[config.mk]
export PLATFORM = sky130hd
export DESIGN_NAME = nand_host_regs
export DESIGN_NICKNAME = d
export VERILOG_FILES = /design/src/rtl/nand_host_pkg.sv /design/src/rtl/nand_cfg_space.sv /design/src/rtl/nand_mode_ctrl.sv /design/src/rtl/nand_irq_ctrl.sv /design/src/rtl/nand_host_regs.sv
export SDC_FILE = /design/constraint.sdc
export NUM_CORES = 1
export LEC_CHECK = 0
export ABC_AREA = 1
export BUFFER_PORTS_ARGS = -buffer_cell sky130_fd_sc_hd__buf_2
export CAP_MARGIN = 20
export CORE_ASPECT_RATIO = 1.1
export CORE_MARGIN = 1.5
export CORE_UTILIZATION = 51
export CTS_BUF_LIST = sky130_fd_sc_hd__clkbuf_8
export DETAILED_ROUTE_END_ITERATION = 12
export PLACE_DENSITY = 0.78
export SYNTH_ARGS = -nofsm -noshare
export SYNTH_HDL_FRONTEND = slang
export SYNTH_SLANG_ARGS = --single-unit
[constraint.sdc]
create_clock -name clk_i -period 1.52 [get_ports clk_i]
set_input_delay 0.152 -clock clk_i [delete_from_list [all_inputs] [get_ports clk_i]]
set_output_delay 0.152 -clock clk_i [all_outputs]
set_load 0.03 [all_outputs]
[src/rtl/nand_host_pkg.sv]
package nand_host_pkg;

  localparam int REG_W = 8;

  // operational window offsets
  localparam logic [7:0] OFS_DATA = 8'h00;
  localparam logic [7:0] OFS_MODE = 8'h04;
  localparam logic [7:0] OFS_STAT = 8'h05;
  localparam logic [7:0] OFS_ISR  = 8'h06;
  localparam logic [7:0] OFS_IMR  = 8'h07;

  // configuration space offsets
  localparam logic [7:0] CFG_CMD  = 8'h04;
  localparam logic [7:0] CFG_BASE = 8'h10;
  localparam int         CFG_EN_BIT = 1;

  // mode byte fields
  localparam int MODE_CLE = 0;
  localparam int MODE_ALE = 1;
  localparam int MODE_SEL = 4;
  localparam int MODE_ECC_LO = 5;
  localparam int MODE_WP  = 7;

  // interrupt mask master enable
  localparam int IMR_MASTER = 7;

  typedef enum logic [1:0] {
    ECC_IDLE  = 2'b00,
    ECC_ACCUM = 2'b01,
    ECC_READ  = 2'b10,
    ECC_RESET = 2'b11
  } ecc_cmd_e;

endpackage

[src/rtl/nand_cfg_space.sv]
module nand_cfg_space
  import nand_host_pkg::*;
#(
  parameter int ADDR_W = 32
) (
  input  logic              clk_i,
  input  logic              rst_ni,
  input  logic              we_i,
  input  logic [7:0]        ofs_i,
  input  logic [7:0]        wdata_i,
  input  logic [ADDR_W-1:0] addr_i,
  output logic [7:0]        rdata_o,
  output logic              hit_o
);

  localparam int BYTES = ADDR_W / 8;

  logic                       en_q;
  logic [BYTES-1:0][7:0]      base_q;
  logic [ADDR_W-1:0]          base_flat;

  assign base_flat = base_q;

  always_ff @(posedge clk_i or negedge rst_ni) begin
    if (!rst_ni)                        en_q <= 1'b0;
    else if (we_i && ofs_i == CFG_CMD)  en_q <= wdata_i[CFG_EN_BIT];
  end

  // one register per byte lane
  for (genvar g = 0; g < BYTES; g++) begin : g_lane
    always_ff @(posedge clk_i or negedge rst_ni) begin
      if (!rst_ni)
        base_q[g] <= '0;
      else if (we_i && ofs_i == 8'(CFG_BASE + g))
        base_q[g] <= wdata_i;
    end
  end

  always_comb begin
    rdata_o = '0;
    if (ofs_i == CFG_CMD) rdata_o[CFG_EN_BIT] = en_q;
    for (int i = 0; i < BYTES; i++)
      if (ofs_i == 8'(CFG_BASE + i)) rdata_o = base_q[i];
  end

  // base with nonzero low byte can never match an aligned address
  assign hit_o = en_q && (base_flat[7:0] == 8'h00)
               && (addr_i[ADDR_W-1:8] == base_flat[ADDR_W-1:8]);

endmodule

[src/rtl/nand_mode_ctrl.sv]
module nand_mode_ctrl
  import nand_host_pkg::*;
(
  input  logic       clk_i,
  input  logic       rst_ni,
  input  logic       we_i,
  input  logic [7:0] wdata_i,
  output logic [7:0] mode_o,
  output logic       cle_o,
  output logic       ale_o,
  output logic       ce_no,
  output logic       wp_o,
  output logic       ecc_acc_o,
  output logic       ecc_rd_o,
  output logic       ecc_clr_o
);

  logic [7:0] mode_q;
  logic       rd_q, clr_q;
  ecc_cmd_e   cur_cmd, new_cmd;

  assign cur_cmd = ecc_cmd_e'(mode_q[MODE_ECC_LO +: 2]);
  assign new_cmd = ecc_cmd_e'(wdata_i[MODE_ECC_LO +: 2]);

  always_ff @(posedge clk_i or negedge rst_ni) begin
    if (!rst_ni) begin
      mode_q <= '0;
      rd_q   <= 1'b0;
      clr_q  <= 1'b0;
    end else begin
      rd_q  <= we_i && (new_cmd == ECC_READ);
      clr_q <= we_i && (new_cmd == ECC_RESET);
      if (we_i) mode_q <= wdata_i;
    end
  end

  assign mode_o    = mode_q;
  assign cle_o     = mode_q[MODE_CLE];
  assign ale_o     = mode_q[MODE_ALE];
  assign ce_no     = ~mode_q[MODE_SEL];
  assign wp_o      = mode_q[MODE_WP];
  assign ecc_acc_o = (cur_cmd == ECC_ACCUM);
  assign ecc_rd_o  = rd_q;
  assign ecc_clr_o = clr_q;

endmodule

[src/rtl/nand_irq_ctrl.sv]
module nand_irq_ctrl
  import nand_host_pkg::*;
(
  input  logic             clk_i,
  input  logic             rst_ni,
  input  logic             isr_we_i,
  input  logic             imr_we_i,
  input  logic [REG_W-1:0] wdata_i,
  input  logic [REG_W-1:0] evt_i,
  output logic [REG_W-1:0] isr_o,
  output logic [REG_W-1:0] imr_o,
  output logic             irq_o
);

  logic [REG_W-1:0] isr_q, imr_q, clr_mask;

  assign clr_mask = isr_we_i ? wdata_i : '0;

  always_ff @(posedge clk_i or negedge rst_ni) begin
    if (!rst_ni) begin
      isr_q <= '0;
      imr_q <= '0;
    end else begin
      isr_q <= (isr_q & ~clr_mask) | evt_i;  // set wins over clear
      if (imr_we_i) imr_q <= wdata_i;
    end
  end

  assign isr_o = isr_q;
  assign imr_o = imr_q;
  assign irq_o = imr_q[IMR_MASTER] && |(imr_q & isr_q);

endmodule

[src/rtl/nand_host_regs.sv]
module nand_host_regs
  import nand_host_pkg::*;
#(
  parameter int ADDR_W = 32
) (
  input  logic              clk_i,
  input  logic              rst_ni,
  input  logic              bus_req_i,
  input  logic              bus_we_i,
  input  logic              bus_cfg_i,
  input  logic [ADDR_W-1:0] bus_addr_i,
  input  logic [7:0]        bus_wdata_i,
  output logic [7:0]        bus_rdata_o,
  output logic [7:0]        fl_data_o,
  output logic              fl_wr_stb_o,
  input  logic [7:0]        fl_data_i,
  output logic              fl_rd_stb_o,
  input  logic              fl_rdy_i,
  output logic              fl_cle_o,
  output logic              fl_ale_o,
  output logic              fl_ce_no,
  output logic              fl_wp_o,
  output logic              ecc_acc_o,
  output logic              ecc_rd_o,
  output logic              ecc_clr_o,
  input  logic [7:0]        evt_i,
  output logic              irq_o
);

  logic [7:0] ofs;
  logic       cfg_acc, op_acc, win_hit;
  logic       data_wr, data_rd, mode_we, isr_we, imr_we;
  logic [7:0] cfg_rdata, op_rdata, rdata_d, rdata_q;
  logic [7:0] mode_q, isr_q, imr_q;
  logic [7:0] dout_q;
  logic       wstb_q;

  assign ofs     = bus_addr_i[7:0];
  assign cfg_acc = bus_req_i && bus_cfg_i;
  assign op_acc  = bus_req_i && !bus_cfg_i && win_hit;

  assign data_wr = op_acc &&  bus_we_i && (ofs == OFS_DATA);
  assign data_rd = op_acc && !bus_we_i && (ofs == OFS_DATA);
  assign mode_we = op_acc &&  bus_we_i && (ofs == OFS_MODE);
  assign isr_we  = op_acc &&  bus_we_i && (ofs == OFS_ISR);
  assign imr_we  = op_acc &&  bus_we_i && (ofs == OFS_IMR);

  nand_cfg_space #(.ADDR_W(ADDR_W)) u_cfg (
    .clk_i   (clk_i),
    .rst_ni  (rst_ni),
    .we_i    (cfg_acc && bus_we_i),
    .ofs_i   (ofs),
    .wdata_i (bus_wdata_i),
    .addr_i  (bus_addr_i),
    .rdata_o (cfg_rdata),
    .hit_o   (win_hit)
  );

  nand_mode_ctrl u_mode (
    .clk_i     (clk_i),
    .rst_ni    (rst_ni),
    .we_i      (mode_we),
    .wdata_i   (bus_wdata_i),
    .mode_o    (mode_q),
    .cle_o     (fl_cle_o),
    .ale_o     (fl_ale_o),
    .ce_no     (fl_ce_no),
    .wp_o      (fl_wp_o),
    .ecc_acc_o (ecc_acc_o),
    .ecc_rd_o  (ecc_rd_o),
    .ecc_clr_o (ecc_clr_o)
  );

  nand_irq_ctrl u_irq (
    .clk_i    (clk_i),
    .rst_ni   (rst_ni),
    .isr_we_i (isr_we),
    .imr_we_i (imr_we),
    .wdata_i  (bus_wdata_i),
    .evt_i    (evt_i),
    .isr_o    (isr_q),
    .imr_o    (imr_q),
    .irq_o    (irq_o)
  );

  // flash data path
  always_ff @(posedge clk_i or negedge rst_ni) begin
    if (!rst_ni) begin
      dout_q <= '0;
      wstb_q <= 1'b0;
    end else begin
      wstb_q <= data_wr;
      if (data_wr) dout_q <= bus_wdata_i;
    end
  end

  assign fl_data_o   = dout_q;
  assign fl_wr_stb_o = wstb_q;
  assign fl_rd_stb_o = data_rd;

  // read return
  always_comb begin
    unique case (ofs)
      OFS_DATA: op_rdata = fl_data_i;
      OFS_MODE: op_rdata = mode_q;
      OFS_STAT: op_rdata = {7'b0, fl_rdy_i};
      OFS_ISR:  op_rdata = isr_q;
      OFS_IMR:  op_rdata = imr_q;
      default:  op_rdata = '0;
    endcase
  end

  always_comb begin
    rdata_d = rdata_q;
    if (bus_req_i && !bus_we_i) begin
      if (bus_cfg_i)    rdata_d = cfg_rdata;
      else if (win_hit) rdata_d = op_rdata;
      else              rdata_d = '0;
    end
  end

  always_ff @(posedge clk_i or negedge rst_ni) begin
    if (!rst_ni) rdata_q <= '0;
    else         rdata_q <= rdata_d;
  end

  assign bus_rdata_o = rdata_q;

endmodule

==> results.rst <==
.. list-table::
   :header-rows: 1

   * - Metric
     - Value
   * - Maximum clock skew at final layout
     - between 0.01 and 0.015 ns
   * - Site Rows
     - 34
   * - CTS H-tree depth
     - 3
   * - GR Layer Usage met3
     - 0.0602
   * - Count of endpoints failing hold in the final timing report
     - 0
   * - Areal power density over the cells
     - around 700 nW/um^2
   * - Arrival time of the worst setup path
     - 2.22 ns
   * - Register area share after synthesis
     - 0.451
   * - LEAKAGE
     - 0.00319 uW
   * - Die Footprint
     - 8830 um^2
   * - Layout cell share with drive strength beyond 1
     - 0.367
   * - Violations in the final reports
     - negative setup slack
   * - Ratio of routed vias to standard cells
     - about 5.4
   * - Count of input and output buffers
     - 87
   * - GR Util All Layers
     - 0.330
   * - Clock transition at the registers of the reported paths
     - roughly 0.1 ns
   * - Post-synthesis instance area
     - ~4200 um^2
   * - Maximum Capacitance Violations
     - 0
   * - Unique masters post-synth
     - 29
   * - Post-Layout Inst Area
     - about 6100 um^2
   * - Clock tree from TritonCTS
     - yes
   * - Number of enable-type register cells in the synthesized netlist
     - 0
   * - Most used flip-flop cell after synthesis
     - sky130_fd_sc_hd__dfrtp_1
   * - Number of global-route vias before repair
     - 4,723
   * - Maximum vdd drop
     - 0.609 mV
   * - Worst hold slack
     - 0.0344 ns
   * - Reg-to-reg critical path startpoint
     - u_cfg.base_flat[22]$_DFFE_PN0P_
   * - Die Y-Extent
     - 98.4 um
   * - Sw Pwr
     - 1240 uW
   * - Min Clock Period, post-route
     - 1.95 ns
   * - Average detailed-routed wire length per instance
     - 16.7 um
   * - DRC violations left
     - 0
   * - GR Util met2
     - 0.571
   * - Pin count of the biggest net entering global routing
     - 35
   * - Clock root buffer
     - sky130_fd_sc_hd__clkbuf_8
   * - Total core area
     - 7960 um^2
   * - Post-synthesis xor/xnor area fraction
     - 0.0104
   * - Met1 routing resource usage after global routing
     - 0.387
   * - Worst Path Required
     - 1.79 ns
   * - Setup-failing EPs final
     - 45
   * - Internal Dissipation
     - just over 3000 uW
   * - Number of nets produced by synthesis
     - 640
   * - Final Total Pwr
     - 4290 uW
   * - Total cell area at the placement stage
     - 5280 um^2
   * - Total number of vias
     - 4,695
   * - Number of antenna-violating nets in the routed design
     - 0
   * - Horizontal die dimension
     - 89.7 um
   * - # diodes
     - 0
   * - Worst hold path endpoint
     - u_mode.ecc_rd_o$_DFF_PN0_
   * - Placer's final routability congestion estimate
     - 1.00
   * - Average cell area after synthesis
     - 7.30 um^2
   * - Mux cell area share after synthesis
     - 0
   * - R2r endpoint
     - u_mode.mode_o[6]$_DFFE_PN0P_
   * - Remaining max-slew budget at the tightest pin
     - 0.514
   * - Count of final max-slew check failures
     - 0
   * - Synthesized-area fraction occupied by ao, oa, aoi and oai cells
     - 0.120
   * - Worst setup EP type
     - flip-flop
   * - Outcome
     - complete, but fails checks
   * - Post-Synth Adder-Cell Area
     - 0
   * - Critical path class
     - flip-flop to flip-flop
   * - Utilization after layout
     - 0.771
   * - Class of the tightest hold or removal check
     - input pin to flip-flop
   * - Final-layout fill cell count
     - 603
   * - Largest family of logic cells by synthesized area
     - simple AND/OR/NAND/NOR gates
   * - Final setup slack of the worst path
     - -0.431 ns
   * - Maximum achievable frequency
     - just over 0.5 GHz
   * - Clock sink total
     - 76
   * - Portion of total power attributed to sequential cells
     - 0.482
   * - Clock Latency Late Sink
     - 0.37 ns
   * - Largest buffer count on any clock path
     - 2
   * - Final net count
     - 822
   * - Total CTS buffers
     - 9
   * - Global route overflow
     - 0
   * - Initial DRC Count
     - about 330
   * - Fraction of synthesis flops using an asynchronous set or reset pin
     - 1.00
   * - Worst Min Path Start
     - bus_wdata_i[6]
   * - Ratio of final minimum period to clock period
     - 1.28
   * - Total Neg Setup Slack
     - -16.27 ns
   * - Clk pwr share
     - 0.399
   * - Number of antenna violations at the first check in global routing
     - 0
   * - Switching share of power
     - 0.289
   * - Instance count of the mapped netlist
     - 578
   * - Total of warnings raised by yosys
     - 0
   * - Setup repair after global routing missed its margin
     - yes
   * - Number of placed I/O pins
     - 88
   * - Worst Reg-to-Reg Cells
     - 14
   * - Total routed wirelength
     - 14.6 mm
   * - First-pass iteration count of the detailed router
     - 5
   * - Dpl hpwl
     - 9.74 mm
   * - Synthesis-stage register bit count
     - 76
   * - Largest fanout of any net on the critical path
     - 7
   * - Slew at the pin with the worst max-slew slack
     - 0.728 ns
   * - Synth-to-layout area growth
     - 45.3%
   * - Worst Setup Start Kind
     - flip-flop
   * - R2R setup slack
     - -0.43 ns
   * - Share of total power in combinational logic
     - 0.119
   * - Initial Util
     - 0.531
   * - Wire length of the first global-routing pass
     - ~23 mm
   * - Highest-utilization routing layer at the global route stage
     - met2
   * - Share of synthesized cell area in and, or, nand and nor gates
     - 0.326
   * - Cell depth of the worst min-delay path
     - 3
flip-flops by register name, summed over array words and instances, names as in the netlist:
signal / flops
u_mode.mode_o: 8
u_cfg.base_flat: 32
u_mode.ecc_clr_o: 1
fl_data_o: 8
u_mode.ecc_rd_o: 1
bus_rdata_o: 8
u_irq.imr_o: 8
u_cfg.en_q: 1
u_irq.isr_o: 8
fl_wr_stb_o: 1
cells in the final DEF, fill, tap and decap left out, drive strengths merged, types with 7 or more instances in the layout:
master,count
nand2,198
buf,171
inv,84
dfrtp,76
o21ai,74
nand3,57
nor2,40
nand4,16
dlygate4sd3,10
clkbuf,9
o21bai,7
cells by family (layout without fill, tap and decap cells):
| group | after synthesis | in the layout |
|---|---|---|
| xor gates and xnor gates | 5 | 5 |
| buffers and inverters | 96 | 279 |
| AOI/OAI and AO/OA | 86 | 86 |
| DFF | 76 | 76 |
| and+or+nand+nor | 315 | 319 |
power by group through the flow:
stage	Combinational (uW)	Sequential [uW]	Clock [uW]
after floorplan	166	2140	0
after global placement	449	2100	0
after detailed placement	457	2110	0
after CTS	487	2070	1690
after global routing	558	2070	1790
final	510	2070	1710
Yosys cell counts, drive strengths merged, types with 2 or more instances:
cell    count  area (um^2)
a21oi       2         10.0
a31oi       2         12.5
buf         8         63.8
clkbuf      6         22.5
clkinv      2         7.51
dfrtp      76         1900
inv        80          300
nand2     198          746
nand3      53          308
nand4      16          100
nor2       40          171
o21ai      74          423
o21bai      7         52.6
or2         6         37.5
xnor2       4         35.0
critical path, cell delays in order (launching register included):
cell,delay [ns]
sky130_fd_sc_hd__dfrtp_1,0.39
sky130_fd_sc_hd__inv_1,0.09
sky130_fd_sc_hd__nand2_1,0.06
sky130_fd_sc_hd__nand2_1,0.05
sky130_fd_sc_hd__nor2_1,0.09
sky130_fd_sc_hd__nand2_1,0.08
sky130_fd_sc_hd__nor2_2,0.13
sky130_fd_sc_hd__nand2_2,0.09
sky130_fd_sc_hd__buf_6,0.13
sky130_fd_sc_hd__nor2_8,0.18
sky130_fd_sc_hd__buf_6,0.13
sky130_fd_sc_hd__nand3_4,0.15
sky130_fd_sc_hd__buf_6,0.20
sky130_fd_sc_hd__nand2_2,0.05
sky130_fd_sc_hd__nand2_1,0.05
timing repair:
action	in CTS	in global routing
resized for setup	36	52
endpoints found under the setup margin	45	45
pin swaps	16	24
buffers inserted	13	5
hold buffers	10	0
hold endpoints to repair	23	0
cloned	4	1
how the worst max path moves through the flow:
stage | from | endpoint | slack, ns | cells past startpoint
2_1_floorplan | u_cfg.base_flat[6]$_DFFE_PN0P_ | fl_data_o[7]$_DFFE_PN0P_ | -0.06 | 11
3_3_place_gp | u_cfg.base_flat[1]$_DFFE_PN0P_ | u_irq.imr_o[2]$_DFFE_PN0P_ | -0.19 | 10
3_5_place_dp | u_cfg.base_flat[19]$_DFFE_PN0P_ | u_irq.imr_o[5]$_DFFE_PN0P_ | -0.28 | 12
4_1_cts | u_cfg.base_flat[14]$_DFFE_PN0P_ | fl_rd_stb_o | -0.43 | 10
5_1_grt | u_cfg.base_flat[22]$_DFFE_PN0P_ | u_mode.ecc_clr_o$_DFF_PN0_ | -0.51 | 14
6_report | u_cfg.base_flat[22]$_DFFE_PN0P_ | u_mode.mode_o[6]$_DFFE_PN0P_ | -0.43 | 14
per-layer routing:
metal	wire length, um	vias to the layer above
met5	0	-
met4	741	0
met3	876	62
met2	7400	205
met1	5540	2216
li1	-	2212
through the flow:
| stage | instances | setup slack (ns) |
|---|---|---|
| after floorplan | 578 | -0.0631 |
| after global placement | 824 | -0.190 |
| after detailed placement | 824 | -0.282 |
| after CTS | 867 | -0.432 |
| after global routing | 873 | -0.515 |
| final | 873 | -0.431 |
area by class of cell:
cell class,instances,area [um^2],area share
Multi-Input combinational cell,410,2270,0.371
Tap cell,108,135,0.0220
Timing Repair Buffer,181,1300,0.212
Sequential cell,76,1900,0.310
Inverter,82,310,0.0506
Clock buffer,9,124,0.0202
Clock inverter,7,88.8,0.0145
Note: power is estimated with default switching activity, not from simulation.
